--- config.mk ---
export PLATFORM = sky130hd
export DESIGN_NAME = cwf_line_fill
export DESIGN_NICKNAME = d
export VERILOG_FILES = /design/src/rtl/cwf_pkg.sv /design/src/rtl/cwf_beat_seq.sv /design/src/rtl/cwf_fill_buf.sv /design/src/rtl/cwf_word_pick.sv /design/src/rtl/cwf_line_fill.sv
export SDC_FILE = /design/constraint.sdc
export NUM_CORES = 1
export LEC_CHECK = 0
export BUFFER_PORTS_ARGS = -buffer_cell sky130_fd_sc_hd__buf_2
export CORE_ASPECT_RATIO = 1.75
export CORE_MARGIN = 5
export CORE_UTILIZATION = 50
export DETAILED_ROUTE_END_ITERATION = 10
export HOLD_SLACK_MARGIN = 0.08
export PLACE_DENSITY = 0.79
export SLEW_MARGIN = 15
export SYNTH_ARGS = -nofsm -noshare
export SYNTH_HDL_FRONTEND = slang
export SYNTH_SLANG_ARGS = --single-unit
export TNS_END_PERCENT = 20
--- constraint.sdc ---
create_clock -name clk -period 3.5 [get_ports clk]
set_input_delay 0.175 -clock clk [delete_from_list [all_inputs] [get_ports clk]]
set_output_delay 0.175 -clock clk [all_outputs]
set_load 0.02 [all_outputs]
--- src/rtl/cwf_pkg.sv ---
package cwf_pkg;
   typedef enum logic [1:0] {
      FS_IDLE  = 2'd0,
      FS_FETCH = 2'd1,
      FS_WRITE = 2'd2
   } fill_state_e;

   function automatic int unsigned cwf_log2(input int unsigned v);
      int unsigned r;
      r = 0;
      while ((32'd1 << r) < v) r++;
      return r;
   endfunction
endpackage

--- src/rtl/cwf_beat_seq.sv ---
module cwf_beat_seq #(
   parameter int unsigned BEATS = 4,
   localparam int unsigned IDX_W = (BEATS > 1) ? $clog2(BEATS) : 1
) (
   input  logic             clk,
   input  logic             rst_n,
   input  logic             start,
   input  logic [IDX_W-1:0] crit_idx,
   input  logic             advance,
   output logic [IDX_W-1:0] cur_idx,
   output logic             first_beat,
   output logic             last_beat
);
   logic [IDX_W-1:0] count_q;
   logic [IDX_W-1:0] crit_q;

   if ((BEATS & (BEATS - 1)) != 0) begin : g_bad_beats
      $error("cwf_beat_seq: BEATS must be a power of two");
   end

   always_ff @(posedge clk) begin
      if (!rst_n) begin
         count_q <= '0;
         crit_q  <= '0;
      end else if (start) begin
         count_q <= '0;
         crit_q  <= crit_idx;
      end else if (advance) begin
         count_q <= count_q + 1'b1;
      end
   end

   // modulo wrap comes from the natural width of the index
   assign cur_idx    = crit_q + count_q;
   assign first_beat = (count_q == '0);
   assign last_beat  = (count_q == IDX_W'(BEATS - 1));

   p_count_steps_r3: assert property (@(posedge clk) disable iff (!rst_n)
      (advance && !start && !last_beat) |=> (cur_idx == $past(cur_idx) + 1'b1));
endmodule

--- src/rtl/cwf_fill_buf.sv ---
module cwf_fill_buf #(
   parameter int unsigned BEATS  = 4,
   parameter int unsigned BEAT_W = 64,
   localparam int unsigned IDX_W  = (BEATS > 1) ? $clog2(BEATS) : 1,
   localparam int unsigned LINE_W = BEATS * BEAT_W
) (
   input  logic              clk,
   input  logic              rst_n,
   input  logic              wr_en,
   input  logic [IDX_W-1:0]  wr_idx,
   input  logic [BEAT_W-1:0] wr_data,
   output logic [LINE_W-1:0] line
);
   for (genvar s = 0; s < BEATS; s++) begin : g_slot
      logic [BEAT_W-1:0] slot_q;
      always_ff @(posedge clk) begin
         if (!rst_n)
            slot_q <= '0;
         else if (wr_en && (wr_idx == IDX_W'(s)))
            slot_q <= wr_data;
      end
      assign line[s*BEAT_W +: BEAT_W] = slot_q;
   end
endmodule

--- src/rtl/cwf_word_pick.sv ---
module cwf_word_pick #(
   parameter int unsigned BEAT_W = 64,
   parameter int unsigned WORD_W = 32,
   localparam int unsigned WPB    = BEAT_W / WORD_W,
   localparam int unsigned SEL_W  = (WPB > 1) ? $clog2(WPB) : 1
) (
   input  logic [BEAT_W-1:0] beat,
   input  logic [SEL_W-1:0]  sel,
   output logic [WORD_W-1:0] word
);
   if (BEAT_W % WORD_W != 0) begin : g_bad_word
      $error("cwf_word_pick: BEAT_W must be a multiple of WORD_W");
   end

   if (WPB == 1) begin : g_pass
      logic unused_sel;
      assign unused_sel = ^sel;
      assign word = beat;
   end else begin : g_mux
      logic [WORD_W-1:0] lanes [WPB];
      for (genvar w = 0; w < WPB; w++) begin : g_lane
         assign lanes[w] = beat[w*WORD_W +: WORD_W];
      end
      assign word = lanes[sel];
   end
endmodule

--- src/rtl/cwf_line_fill.sv ---
module cwf_line_fill
   import cwf_pkg::*;
#(
   parameter int unsigned ADDR_W     = 32,
   parameter int unsigned BEAT_W     = 64,
   parameter int unsigned WORD_W     = 32,
   parameter int unsigned LINE_BYTES = 32,
   localparam int unsigned LINE_W     = LINE_BYTES * 8,
   localparam int unsigned BEATS      = LINE_W / BEAT_W,
   localparam int unsigned IDX_W      = (BEATS > 1) ? $clog2(BEATS) : 1,
   localparam int unsigned OFF_W      = $clog2(LINE_BYTES),
   localparam int unsigned BOFF_W     = $clog2(BEAT_W / 8),
   localparam int unsigned WOFF_W     = $clog2(WORD_W / 8),
   localparam int unsigned WPB        = BEAT_W / WORD_W,
   localparam int unsigned SEL_W      = (WPB > 1) ? $clog2(WPB) : 1
) (
   input  logic              clk,
   input  logic              rst_n,
   input  logic              miss_valid,
   input  logic [ADDR_W-1:0] miss_addr,
   output logic              busy,
   output logic              mem_req,
   output logic [ADDR_W-1:0] mem_addr,
   input  logic              mem_rvalid,
   input  logic [BEAT_W-1:0] mem_rdata,
   output logic              core_valid,
   output logic [WORD_W-1:0] core_data,
   output logic              line_we,
   output logic [ADDR_W-1:0] line_addr,
   output logic [LINE_W-1:0] line_data
);
   if (BEATS < 2 || (BEATS * BEAT_W) != LINE_W) begin : g_bad_line
      $error("cwf_line_fill: line must hold two or more whole beats");
   end
   if (OFF_W != IDX_W + BOFF_W) begin : g_bad_off
      $error("cwf_line_fill: line size and beat size must be powers of two");
   end
   if (WORD_W > BEAT_W) begin : g_bad_ww
      $error("cwf_line_fill: core word wider than bus beat");
   end

   fill_state_e       state_q;
   logic [ADDR_W-1:0] addr_q;
   logic              fwd_q;
   logic [WORD_W-1:0] fwd_data_q;

   logic              accept;
   logic              beat_done;
   logic [IDX_W-1:0]  cur_idx;
   logic              first_beat;
   logic              last_beat;
   logic [SEL_W-1:0]  word_sel;
   logic [WORD_W-1:0] picked;

   assign accept    = miss_valid && (state_q == FS_IDLE);
   assign beat_done = (state_q == FS_FETCH) && mem_rvalid;

   cwf_beat_seq #(.BEATS(BEATS)) u_seq (
      .clk        (clk),
      .rst_n      (rst_n),
      .start      (accept),
      .crit_idx   (miss_addr[BOFF_W +: IDX_W]),
      .advance    (beat_done),
      .cur_idx    (cur_idx),
      .first_beat (first_beat),
      .last_beat  (last_beat)
   );

   cwf_fill_buf #(.BEATS(BEATS), .BEAT_W(BEAT_W)) u_buf (
      .clk     (clk),
      .rst_n   (rst_n),
      .wr_en   (beat_done),
      .wr_idx  (cur_idx),
      .wr_data (mem_rdata),
      .line    (line_data)
   );

   if (WPB > 1) begin : g_sel
      assign word_sel = addr_q[WOFF_W +: SEL_W];
   end else begin : g_nosel
      assign word_sel = '0;
   end

   cwf_word_pick #(.BEAT_W(BEAT_W), .WORD_W(WORD_W)) u_pick (
      .beat (mem_rdata),
      .sel  (word_sel),
      .word (picked)
   );

   always_ff @(posedge clk) begin
      if (!rst_n) begin
         state_q    <= FS_IDLE;
         addr_q     <= '0;
         fwd_q      <= 1'b0;
         fwd_data_q <= '0;
      end else begin
         fwd_q <= 1'b0;
         unique case (state_q)
            FS_IDLE: begin
               if (accept) begin
                  addr_q  <= miss_addr;
                  state_q <= FS_FETCH;
               end
            end
            FS_FETCH: begin
               if (mem_rvalid) begin
                  if (first_beat) begin
                     fwd_q      <= 1'b1;
                     fwd_data_q <= picked;
                  end
                  if (last_beat) state_q <= FS_WRITE;
               end
            end
            FS_WRITE: state_q <= FS_IDLE;
            default:  state_q <= FS_IDLE;
         endcase
      end
   end

   assign busy       = (state_q != FS_IDLE);
   assign mem_req    = (state_q == FS_FETCH);
   assign mem_addr   = {addr_q[ADDR_W-1:OFF_W], cur_idx, {BOFF_W{1'b0}}};
   assign core_valid = fwd_q;
   assign core_data  = fwd_data_q;
   assign line_we    = (state_q == FS_WRITE);
   assign line_addr  = {addr_q[ADDR_W-1:OFF_W], {OFF_W{1'b0}}};

   p_first_chunk_r2: assert property (@(posedge clk) disable iff (!rst_n)
      $rose(mem_req) |-> (mem_addr[ADDR_W-1:BOFF_W] == $past(miss_addr[ADDR_W-1:BOFF_W])));
   p_hold_addr_r4: assert property (@(posedge clk) disable iff (!rst_n)
      (mem_req && !mem_rvalid) |=> (mem_req && $stable(mem_addr)));
   p_fwd_pulse_r5: assert property (@(posedge clk) disable iff (!rst_n)
      core_valid |=> !core_valid);
   p_write_pulse_r6: assert property (@(posedge clk) disable iff (!rst_n)
      line_we |=> !line_we);
   p_write_aligned_r6: assert property (@(posedge clk) disable iff (!rst_n)
      line_we |-> (line_addr[OFF_W-1:0] == '0));
   p_busy_hold_r7: assert property (@(posedge clk) disable iff (!rst_n)
      (busy && !line_we) |=> busy);
   p_req_busy_r7: assert property (@(posedge clk) disable iff (!rst_n)
      mem_req |-> busy);
   p_fwd_before_write_r8: assert property (@(posedge clk) disable iff (!rst_n)
      core_valid |-> (busy && !line_we));
endmodule

== Word-level counts from Yosys, hierarchy flattened ==
Index checks and enable logic that the tools add are counted.
Operators by class
  bitwise gates (word level): 2
  magnitude comparators: 1
  eq/ne operators: 9
  $mul: 0
  reductions and logical operators: 15
  $add $sub $neg: 2
  divide/modulo/power cells: 0
  multiplexer cells: 8
  shifts and indexed selects: 0
Operators with widths (count)
  32-bit two-way mux: 3
  3-bit AND reduction: 3
  2-bit equality test (second input constant): 4
  1-bit logical AND: 6
  2-bit zero test: 3
  2-bit two-way mux: 3
  2-bit by 1-bit equality test with 1-bit output (second input constant): 2
  2-bit by 1-bit != test with 1-bit output (second input constant): 2
  2-bit one-hot mux with 2 select lines: 1
  2-bit by 1-bit adder with 2-bit output (second input constant): 1
  2-bit adder: 1
  2-bit >= comparator (second input constant): 1
  2-bit != test (second input constant): 1
  1-bit NOT with 2-bit output: 1
  2-bit AND reduction: 1
  2-bit nonzero test: 1
  2-bit OR reduction: 1
  1-bit two-way mux: 1
  1-bit NOT: 1
Storage, ports and cells
  memories kept: 0
  logic and storage cells: 47
  register bits: 327
  memory bits (read-only): 0
  bits in writable memories: 0
  output and inout port bits: 356
  bits in latches: 0

== Depth between registers and ports, before layout ==
Gate-level depths: netlist of run 1.
  depth in word-level cells: 4
  mapped depth: 8
  gate-level depth less buffers: 5

== Hierarchy ==
A second synthesis of run 1 with hierarchy kept.
Unflattened totals
  cell total of the unflattened synthesis: 1301
  area, all modules: 13228.9 um2
Modules (own cells, without submodules)
  cwf_fill_buf: area an instance 9554.2 um2, seq. area each 5124.9 um2, instances 1, cells each 900
  cwf_line_fill: area an instance 2922.8 um2, seq. area each 1261.2 um2, instances 1, cells each 345
  cwf_word_pick: area an instance 544.3 um2, seq. area each 0.0 um2, instances 1, cells each 36
  cwf_beat_seq: area an instance 207.7 um2, seq. area each 80.1 um2, instances 1, cells each 20

== Worst setup path before layout of run 1 ==
Ideal clock, no wire load.
  path kind: register -> register
  start: register u_seq.count_q[0]
  end: register u_buf.g_slot[3].slot_q[10]
  data arrival time: 1839 ps
  period minus slack after synthesis: 1921 ps
  setup slack: 1579 ps
  data required time: 3417 ps
  library setup time: 83 ps
  buffers on the path: 3
  stages on the path, launching flop included: 8
  cell sequence: dfxtp_1 -> ha_1 -> and4b_1 -> buf_2 -> clkbuf_1 -> clkbuf_1 -> nand3_1 -> o221ai_1
Between the ends
  longest elaborated chain between the ends: 3
RTL lines
  from (decl): line cwf_beat_seq.sv:14  | logic [IDX_W-1:0] count_q;
  from (signal assigned): line cwf_beat_seq.sv:29  | count_q <= count_q + 1'b1;
  2-bit adder: line cwf_beat_seq.sv:34  | assign cur_idx = crit_q + count_q;
  net mem_addr[3]: line cwf_line_fill.sv:23  | output logic [ADDR_W-1:0] mem_addr,
  2-bit equality test: line cwf_fill_buf.sv:19  | else if (wr_en && (wr_idx == IDX_W'(s)))
  1-bit logical AND: line cwf_fill_buf.sv:19
  to (signal assigned): line cwf_fill_buf.sv:20  | slot_q <= wr_data;
  to (decl): line cwf_fill_buf.sv:15  | logic [BEAT_W-1:0] slot_q;
The timed path passes the listed nets, and every way through them passes these cells.
A chain may end at the register's enable or synchronous reset.

== Final worst setup path of run 1 ==
  start: register u_seq.count_q[0]
  end: register u_buf.g_slot[0].slot_q[21]
Between the ends
  longest elaborated chain between the ends: 3
RTL lines (line)
  2-bit adder: cwf_beat_seq.sv:34
  2-bit zero test: cwf_fill_buf.sv:19
  1-bit logical AND: cwf_fill_buf.sv:19
  to (signal assigned): cwf_fill_buf.sv:20
  to (decl): cwf_fill_buf.sv:15
Every way passes these cells.

==> parameters.txt, run 1 <==
Parameter                              Value

Run status
  Status ... finished clean

CTS
  Clock Latency Late Sink ... between 500 and 600 ps
  Number of clock buffers inserted by TritonCTS ... 30
  Clock-pin transition on the worst setup and hold timing paths ... roughly 70 ps
  Sink count of the clock tree ... roughly 320
  Clock tree from TritonCTS ... yes
  H-tree Lvls ... 1
  Post-CTS repair timing setup buffer count ... 0
  Clock Root Buffer ... sky130_fd_sc_hd__clkbuf_16
  Clock Path Buffers ... 3

Yosys
  Top cells by area, synth ... sky130_fd_sc_hd__dfxtp_1 (46%), sky130_fd_sc_hd__o221ai_1 (16%), sky130_fd_sc_hd__nand2_1 (9.6%), sky130_fd_sc_hd__nand3_1 (9.1%), sky130_fd_sc_hd__and3b_1 (4.0%)
  Most used standard cell by instance count after synthesis ... sky130_fd_sc_hd__nand2_1
  Number of storage elements in the synthesis netlist ... 323
  Library cell occupying the most area in the post-synthesis netlist ... sky130_fd_sc_hd__dfxtp_1
  Commonest cells post-synth ... sky130_fd_sc_hd__nand2_1 (359), sky130_fd_sc_hd__dfxtp_1 (323), sky130_fd_sc_hd__nand3_1 (257)
  Top flip-flop cell by instance count after synthesis ... sky130_fd_sc_hd__dfxtp_1
  Fraction of synthesis flops using an asynchronous set or reset pin ... 0
  Total number of yosys warnings ... 0
  Post-synthesis cell area ... ~0.014 sq mm
  Mapped Avg Cell Area ... 8.827 sq um
  Area share of the largest cell type after synthesis ... 0.4584
  Count of flip-flops with a built-in enable after synthesis ... 0
  Seq/Total Area, Yosys ... 0.4584
  Synth cell types ... 31
  Number of instances in the synthesized netlist ... 1598

Critical path
  Arrival @ worst endpoint ... between 3000 and 4000 ps
  Critical Path Source Type ... flop
  Critical Path RT ... between 3000 and 4000 ps
  Buffering stage count on the worst path with inverters included ... 0
  Worst reg-to-reg setup slack ... ~760 ps
  Reg-to-Reg Start ... u_seq.count_q[0]
  Capturing element type of the critical path ... flop
  Maximum net fanout on the critical path ... 64
  Slowest CP cell ... sky130_fd_sc_hd__nand2_4
  Destination of the worst register-to-register timing path ... u_buf.g_slot[0].slot_q[21]
  Gate family responsible for the most delay along the worst path ... simple AND/OR/NAND/NOR gates
  Worst Reg2Reg Path Length in Cells ... 4
  Chain of cells forming the critical path ... ha_1, xor2_4, nand2_4, o221ai_1
  Category of the critical setup timing path ... reg -> reg
  Delay contributed by the slowest stage of the critical path ... around 760 ps

STA
  Final number of max-transition violations ... 0
  Summed negative setup slack over all endpoints ... 0 ps
  Slew margin rel. ... 0.2184
  Minimum clock period ... about 2700 ps
  Actual transition at the worst max-transition pin ... 1172 ps
  Finish-stage setup viols ... 0
  Final worst-path cycle share ... 0.7838
  Achievable clock frequency ... 0.3645 GHz
  Setup repair after global routing missed its margin ... no
  Number of hold violations in the final report ... 0
  Worst setup skew after layout ... around 13 ps

Floorplan
  DIE AREA ... 0.03180 sq mm
  Area of the core ... approximately 0.028 sq mm
  Number of standard-cell rows in the floorplan ... just over 80
  Horizontal die dimension ... 137.0 um
  Effective utilization at floorplan ... 0.5061
  Boundary Pins ... about 460
  Y dimension of the die ... 232.2 um

GRT
  Global-route wire length before repair ... between 80000 and 90000 um
  Gr usage total ... 0.3496
  Maximum number of pins on one net before global-route repair ... 187
  Remaining global-route overflow ... 0
  Number of global-route vias before repair ... 14876
  Initial antenna violation count ... 2

Hold path
  Worst hold start ... mem_rdata[44]
  WHS Endpoint ... u_buf.g_slot[1].slot_q[44]
  Class of the tightest hold or removal check ... in -> reg
  WHS Path Cells ... 3

Place
  Post-placement cell area ... 0.01618 sq mm
  IO buf count ... 445
  HPWL after DPL ... ~37000 um
  Gp weighted congestion ... approximately 0.9

Cells and area
  Layout Cell Area excl Fill ... approximately 0.018 sq mm
  Area growth from synthesis to final layout ... 28.36%
  Net count, final ... between 2000 and 2500
  Fraction of layout instances using a drive strength above 1 ... 0.2702

Drt
  Post-DRT Antenna Nets ... 0
  DRC violation total after the first TritonRoute iteration ... ~1900
  Drt via density ... between 6 and 7
  Overall via count from detail_route ... approximately 15000
  Post-detailed-route DRC marker count ... 0
  Detailed-routing iteration count for the pre-antenna-repair pass ... 7
  Total length of routed wires ... between 50000 and 60000 um
  Routed WL per cell ... 24.61 um

Run
  Max-capacitance violation count ... 0

Pwr
  Power density cells ... 464.3 mW/mm^2
  Peak supply drop ... approximately 0.42 mV
  Lkg Pwr ... between 7 and 8 nW
[cells by family (layout without fill, tap and decap cells)]
logic type,count (synthesis),in the layout,synth area share
other cells,1,10,0.0002658
mux,32,32,0.02271
buf+inv,218,619,0.07335
compound gates,321,321,0.2042
xor+xnor,4,4,0.003637
fa+ha+maj,3,3,0.002661
flops,323,323,0.4584
simple gates,696,696,0.2348
[repair_timing]
action                                 CTS  global route
hold buffers                            93             0
endpoints found under the hold margin  219             0
resized for setup                        0             0
setup endpoints to repair                0             0
[cells in the final DEF, fill, tap and decap left out, types with 5 or more instances in the layout]
master	count
sky130_fd_sc_hd__clkinv_2	6
sky130_fd_sc_hd__buf_4	16
sky130_fd_sc_hd__buf_12	8
sky130_fd_sc_hd__dlygate4sd3_1	93
sky130_fd_sc_hd__mux2i_1	32
sky130_fd_sc_hd__nand3_1	257
sky130_fd_sc_hd__o221ai_2	5
sky130_fd_sc_hd__clkbuf_16	31
sky130_fd_sc_hd__a22o_1	30
sky130_fd_sc_hd__clkbuf_1	5
sky130_fd_sc_hd__buf_2	444
sky130_fd_sc_hd__o221ai_1	251
sky130_fd_sc_hd__dfxtp_1	321
sky130_fd_sc_hd__and3b_1	64
sky130_fd_sc_hd__clkbuf_8	9
sky130_fd_sc_hd__o211a_1	32
sky130_fd_sc_hd__conb_1	8
sky130_fd_sc_hd__nand2_1	355
[per-stage QoR]
step,total power [mW],hold slack (ps),utilization,setup WS (ps),cells
after floorplan,4.641,307.6,-,1579,1605
after detailed placement,5.045,394.3,0.5804,897.0,2232
after CTS,8.372,81.86,0.6495,869.8,2379
final,8.406,101.7,0.6497,756.7,2381
after global placement,5.029,390.4,0.5804,972.5,2232
after global routing,8.642,92.46,0.6497,655.9,2381
[state kept, by name, indices dropped and copies added (netlist names)]
name,count
state_q,2
u_buf.g_slot.slot_q,256
u_seq.crit_q,2
addr_q,28
core_data,32
u_seq.count_q,2
core_valid,1
[how the worst max path moves through the flow]
| stage | start | endpoint | slack (ps) | cells past startpoint |
|---|---|---|---|---|
| after floorplan | u_seq.count_q[0] | u_buf.g_slot[3].slot_q[10] | 1580 | 7 |
| after global routing | u_seq.count_q[0] | u_buf.g_slot[0].slot_q[28] | 660 | 4 |
| final | u_seq.count_q[0] | u_buf.g_slot[0].slot_q[21] | 760 | 4 |
| after CTS | u_seq.count_q[0] | u_buf.g_slot[0].slot_q[28] | 870 | 4 |
| after detailed placement | u_seq.count_q[0] | u_buf.g_slot[0].slot_q[20] | 900 | 4 |
| after global placement | u_seq.count_q[0] | u_buf.g_slot[0].slot_q[46] | 970 | 4 |
[area by class of cell]
cell class,instances,area (sq um)
fillers,2185,9764
flip-flops and latches,323,6469
clock buffers,45,918.4
repair buffers,562,3448
diodes,2,5.005
inverters,3,11.26
well taps,373,466.7
clock inverters,9,75.07
multi-input cells,1064,6713
[report_power, final]
| group | total, mW | internal [mW] | switching [mW] |
|---|---|---|---|
| sequential | 3.89 | 3.80 | 0.0961 |
| clock | 3.32 | 1.88 | 1.44 |
| combinational | 1.19 | 0.383 | 0.810 |
| total | 8.41 | 6.06 | 2.35 |
[layer usage]
metal | wire length (um) | GRT usage | share of wire
met1 | 20160 | 0.4277 | 0.34
met2 | 26680 | 0.5359 | 0.46
met3 | 6764 | 0.06613 | 0.12
met4 | 5001 | 0.2681 | 0.085
met5 | 0 | 0 | 0
[tightest hold or removal path, delay by kind of cell]
kind            cells  cell delay, ps
buf+inv             1             150
simple gates        1             150
compound gates      1             120
(Power assumes the default switching activity.)
==> run 2, diff against run 1 <==
==> constraint.sdc (replaced) <==
create_clock -name clk -period 2.84 [get_ports clk]
set_input_delay 0.142 -clock clk [delete_from_list [all_inputs] [get_ports clk]]
set_output_delay 0.142 -clock clk [all_outputs]
set_load 0.02 [all_outputs]
==> run 2 against run 1 <==
Against the previous run:
- critical path depth up 1
- global-route usage grew 0.72 points
- combinational power rose by 28%
- final cell count increased by 1.3%
- first-iteration DRC count shrank 8.6%
- clock power grew 27%
- non-clock buffer count grew 28
- power up 25%
- wire length up 2.1%
- largest cell class unchanged
==> parameters.txt, run 2 (synthesis results as in run 1) <==
Parameter                              Value

Critical path
  Reg-to-Reg Start ... u_seq.count_q[0] (unchanged)
  Critical Path Source Type ... flop (unchanged)
  Category of the critical setup timing path ... reg -> reg (unchanged)
  Critical Path RT ... 3310 ps (was 3950 ps)
  Arrival @ worst endpoint ... 3010 ps (was 3190 ps)
  Start point of the critical path ... u_seq.count_q[0] (unchanged)
  Worst reg-to-reg setup slack ... 300 ps (was 760 ps)
  Capturing element type of the critical path ... flop (unchanged)
  Maximum net fanout on the critical path ... 70 (was 64)

Drt
  Detailed-routing iteration count for the pre-antenna-repair pass ... 6 (was 7)
  Overall via count from detail_route ... 15632 (was 15416)
  Post-detailed-route DRC marker count ... 0 (unchanged)
  DRC violation total after the first TritonRoute iteration ... 1722 (was 1885)
  Post-DRT Antenna Nets ... 0 (unchanged)
  Routed WL per cell ... 24.81 um (was 24.61 um)
  Drt via density ... 6.481 (was 6.475)
  Total length of routed wires ... 59830 um (was 58600 um)

CTS
  Clock tree from TritonCTS ... yes (unchanged)
  Clock Latency Late Sink ... 570 ps (was 560 ps)
  Clock-pin transition on the worst setup and hold timing paths ... 70 ps (about the same)
  Count of hold-fix buffers inserted at cts ... 113 (was 93)
  Clock Root Buffer ... sky130_fd_sc_hd__clkbuf_16 (unchanged)
  H-tree Lvls ... 1 (unchanged)
  Clock Path Buffers ... 3 (unchanged)
  Total of cells resized after clock tree synthesis ... 0 (unchanged)
  Post-CTS repair timing setup buffer count ... 0 (unchanged)
  Sink count of the clock tree ... 323 (unchanged)
  Number of clock buffers inserted by TritonCTS ... 30 (unchanged)

Cells and area
  Post-layout utilization of the core ... 0.6608 (was 0.6497)
  Commonest non-fill, non-tap cell in the layout ... sky130_fd_sc_hd__buf_2 (unchanged)
  Leading cell types in the layout, fill and taps excluded ... sky130_fd_sc_hd__buf_2 (444), sky130_fd_sc_hd__nand2_1 (355), sky130_fd_sc_hd__dfxtp_1 (321) (unchanged)
  Area growth from synthesis to final layout ... 30.56% (was 28.36%)
  Net count, final ... 2115 (was 2087)
  Final std cells w/o fill ... 2412 (was 2381)
  Largest register FFs ... 256 (unchanged)
  Top register by number of flip-flops ... u_buf.g_slot.slot_q (unchanged)
  Fraction of layout instances using a drive strength above 1 ... 0.2701 (was 0.2702)

Hold path
  Worst hold start ... miss_valid (was mem_rdata[44])
  Class of the tightest hold or removal check ... in -> reg (unchanged)

STA
  Number of hold violations in the final report ... 0 (unchanged)
  Finish-stage setup viols ... 0 (unchanged)
  Final number of max-transition violations ... 0 (unchanged)
  Worst setup skew after layout ... 11.36 ps (was 12.97 ps)
  Setup repair after global routing missed its margin ... no (unchanged)
  Minimum clock period ... 2543 ps (was 2743 ps)
  Slew margin rel. ... 0.2389 (was 0.2184)
  Summed negative setup slack over all endpoints ... 0 ps (unchanged)
  Achievable clock frequency ... 0.3932 GHz (was 0.3645 GHz)
  Actual transition at the worst max-transition pin ... 1142 ps (was 1172 ps)
  Final worst-path cycle share ... 0.8954 (was 0.7838)

Run
  Max-capacitance violation count ... 0 (unchanged)

Place
  HPWL after DPL ... 37850 um (was 37280 um)
  Gp weighted congestion ... 0.8915 (was 0.8938)
  IO buf count ... 445 (unchanged)
  Placed cell count ... 2240 (was 2232)

GRT
  Maximum number of pins on one net before global-route repair ... 129 (was 187)
  Remaining global-route overflow ... 0 (unchanged)
  Global-route wire length before repair ... 88490 um (was 87140 um)
  Number of global-route vias before repair ... 14912 (was 14876)
  Gr usage total ... 0.3568 (was 0.3496)
  Initial antenna violation count ... 5 (was 2)

Floorplan
  Horizontal die dimension ... 137.0 um (unchanged)
  Y dimension of the die ... 232.2 um (unchanged)
  Area of the core ... 0.02787 sq mm (unchanged)
  Number of standard-cell rows in the floorplan ... 81 (unchanged)
  Effective utilization at floorplan ... 0.5061 (unchanged)
  DIE AREA ... 0.03180 sq mm (unchanged)
  Boundary Pins ... 456 (unchanged)

Pwr
  Peak supply drop ... 0.5108 mV (was 0.4204 mV)
  Power density cells ... 571.8 mW/mm^2 (was 464.3 mW/mm^2)
  Lkg Pwr ... 8.046 nW (was 7.919 nW)

Run status
  Status ... finished clean (unchanged)
run 2: changes by cell type in the layout (fill, tap and decap cells not counted), moves of 2 or more:
cell,delta
sky130_fd_sc_hd__buf_12,+2
sky130_fd_sc_hd__buf_4,+6
sky130_fd_sc_hd__bufinv_16,+2
sky130_fd_sc_hd__clkbuf_1,+2
sky130_fd_sc_hd__clkbuf_8,-6
sky130_fd_sc_hd__clkinvlp_4,+3
sky130_fd_sc_hd__dlygate4sd3_1,+20
run 2: final timing paths:
check | depth (start not counted) | to
worst min-delay path | 4 | u_seq.count_q[1]
worst min register to register | 1 | core_data[30]
worst max-delay path | 5 | u_buf.g_slot[3].slot_q[57]
worst max register to register | 5 | u_buf.g_slot[3].slot_q[57]
run 2: where the power goes:
| group | total (mW) | internal [mW] | switching (mW) | leakage, nW |
|---|---|---|---|---|
| clock network | 4.21 | 2.36 | 1.85 | 0.485 |
| registers | 4.80 | 4.68 | 0.121 | 2.62 |
| logic | 1.52 | 0.505 | 1.01 | 4.94 |
run 2: final cells by class:
type	count	area [sq um]
Fill cell	2145	9454
Clock buffer	41	843.3
Sequential cell	323	6469
Timing Repair Buffer	590	3734
Clock inverter	15	172.7
Inverter	3	11.26
Multi-Input combinational cell	1064	6713
Antenna cell	3	7.507
Tap cell	373	466.7
run 2: metal layers:
| metal | part of all wire | vias to the layer above | GRT usage |
|---|---|---|---|
| met4 | 0.085 | 2 | 0.2519 |
| li1 | - | 6757 | - |
| met1 | 0.35 | 7366 | 0.4310 |
| met5 | 0.00012 | - | 0 |
| met3 | 0.11 | 263 | 0.07177 |
| met2 | 0.45 | 1244 | 0.5610 |
run 2: stage by stage:
step	setup WS, ps	hold WS, ps	instance area, sq um	power [mW]
finish	297.0	179.3	18420	10.53
CTS	392.8	138.5	18410	10.48
global placement	485.7	357.7	16260	6.212
floorplan	918.6	274.6	14130	5.719
detailed placement	433.3	360.6	16260	6.234
global route	211.9	200.4	18410	10.79
run 2: critical path, stage by stage, from the launching register on:
cell and delay [ps]:
sky130_fd_sc_hd__dfxtp_1 350, sky130_fd_sc_hd__ha_1 430, sky130_fd_sc_hd__and4b_4 530, sky130_fd_sc_hd__buf_4 700
sky130_fd_sc_hd__nand3_1 200, sky130_fd_sc_hd__o221ai_1 160
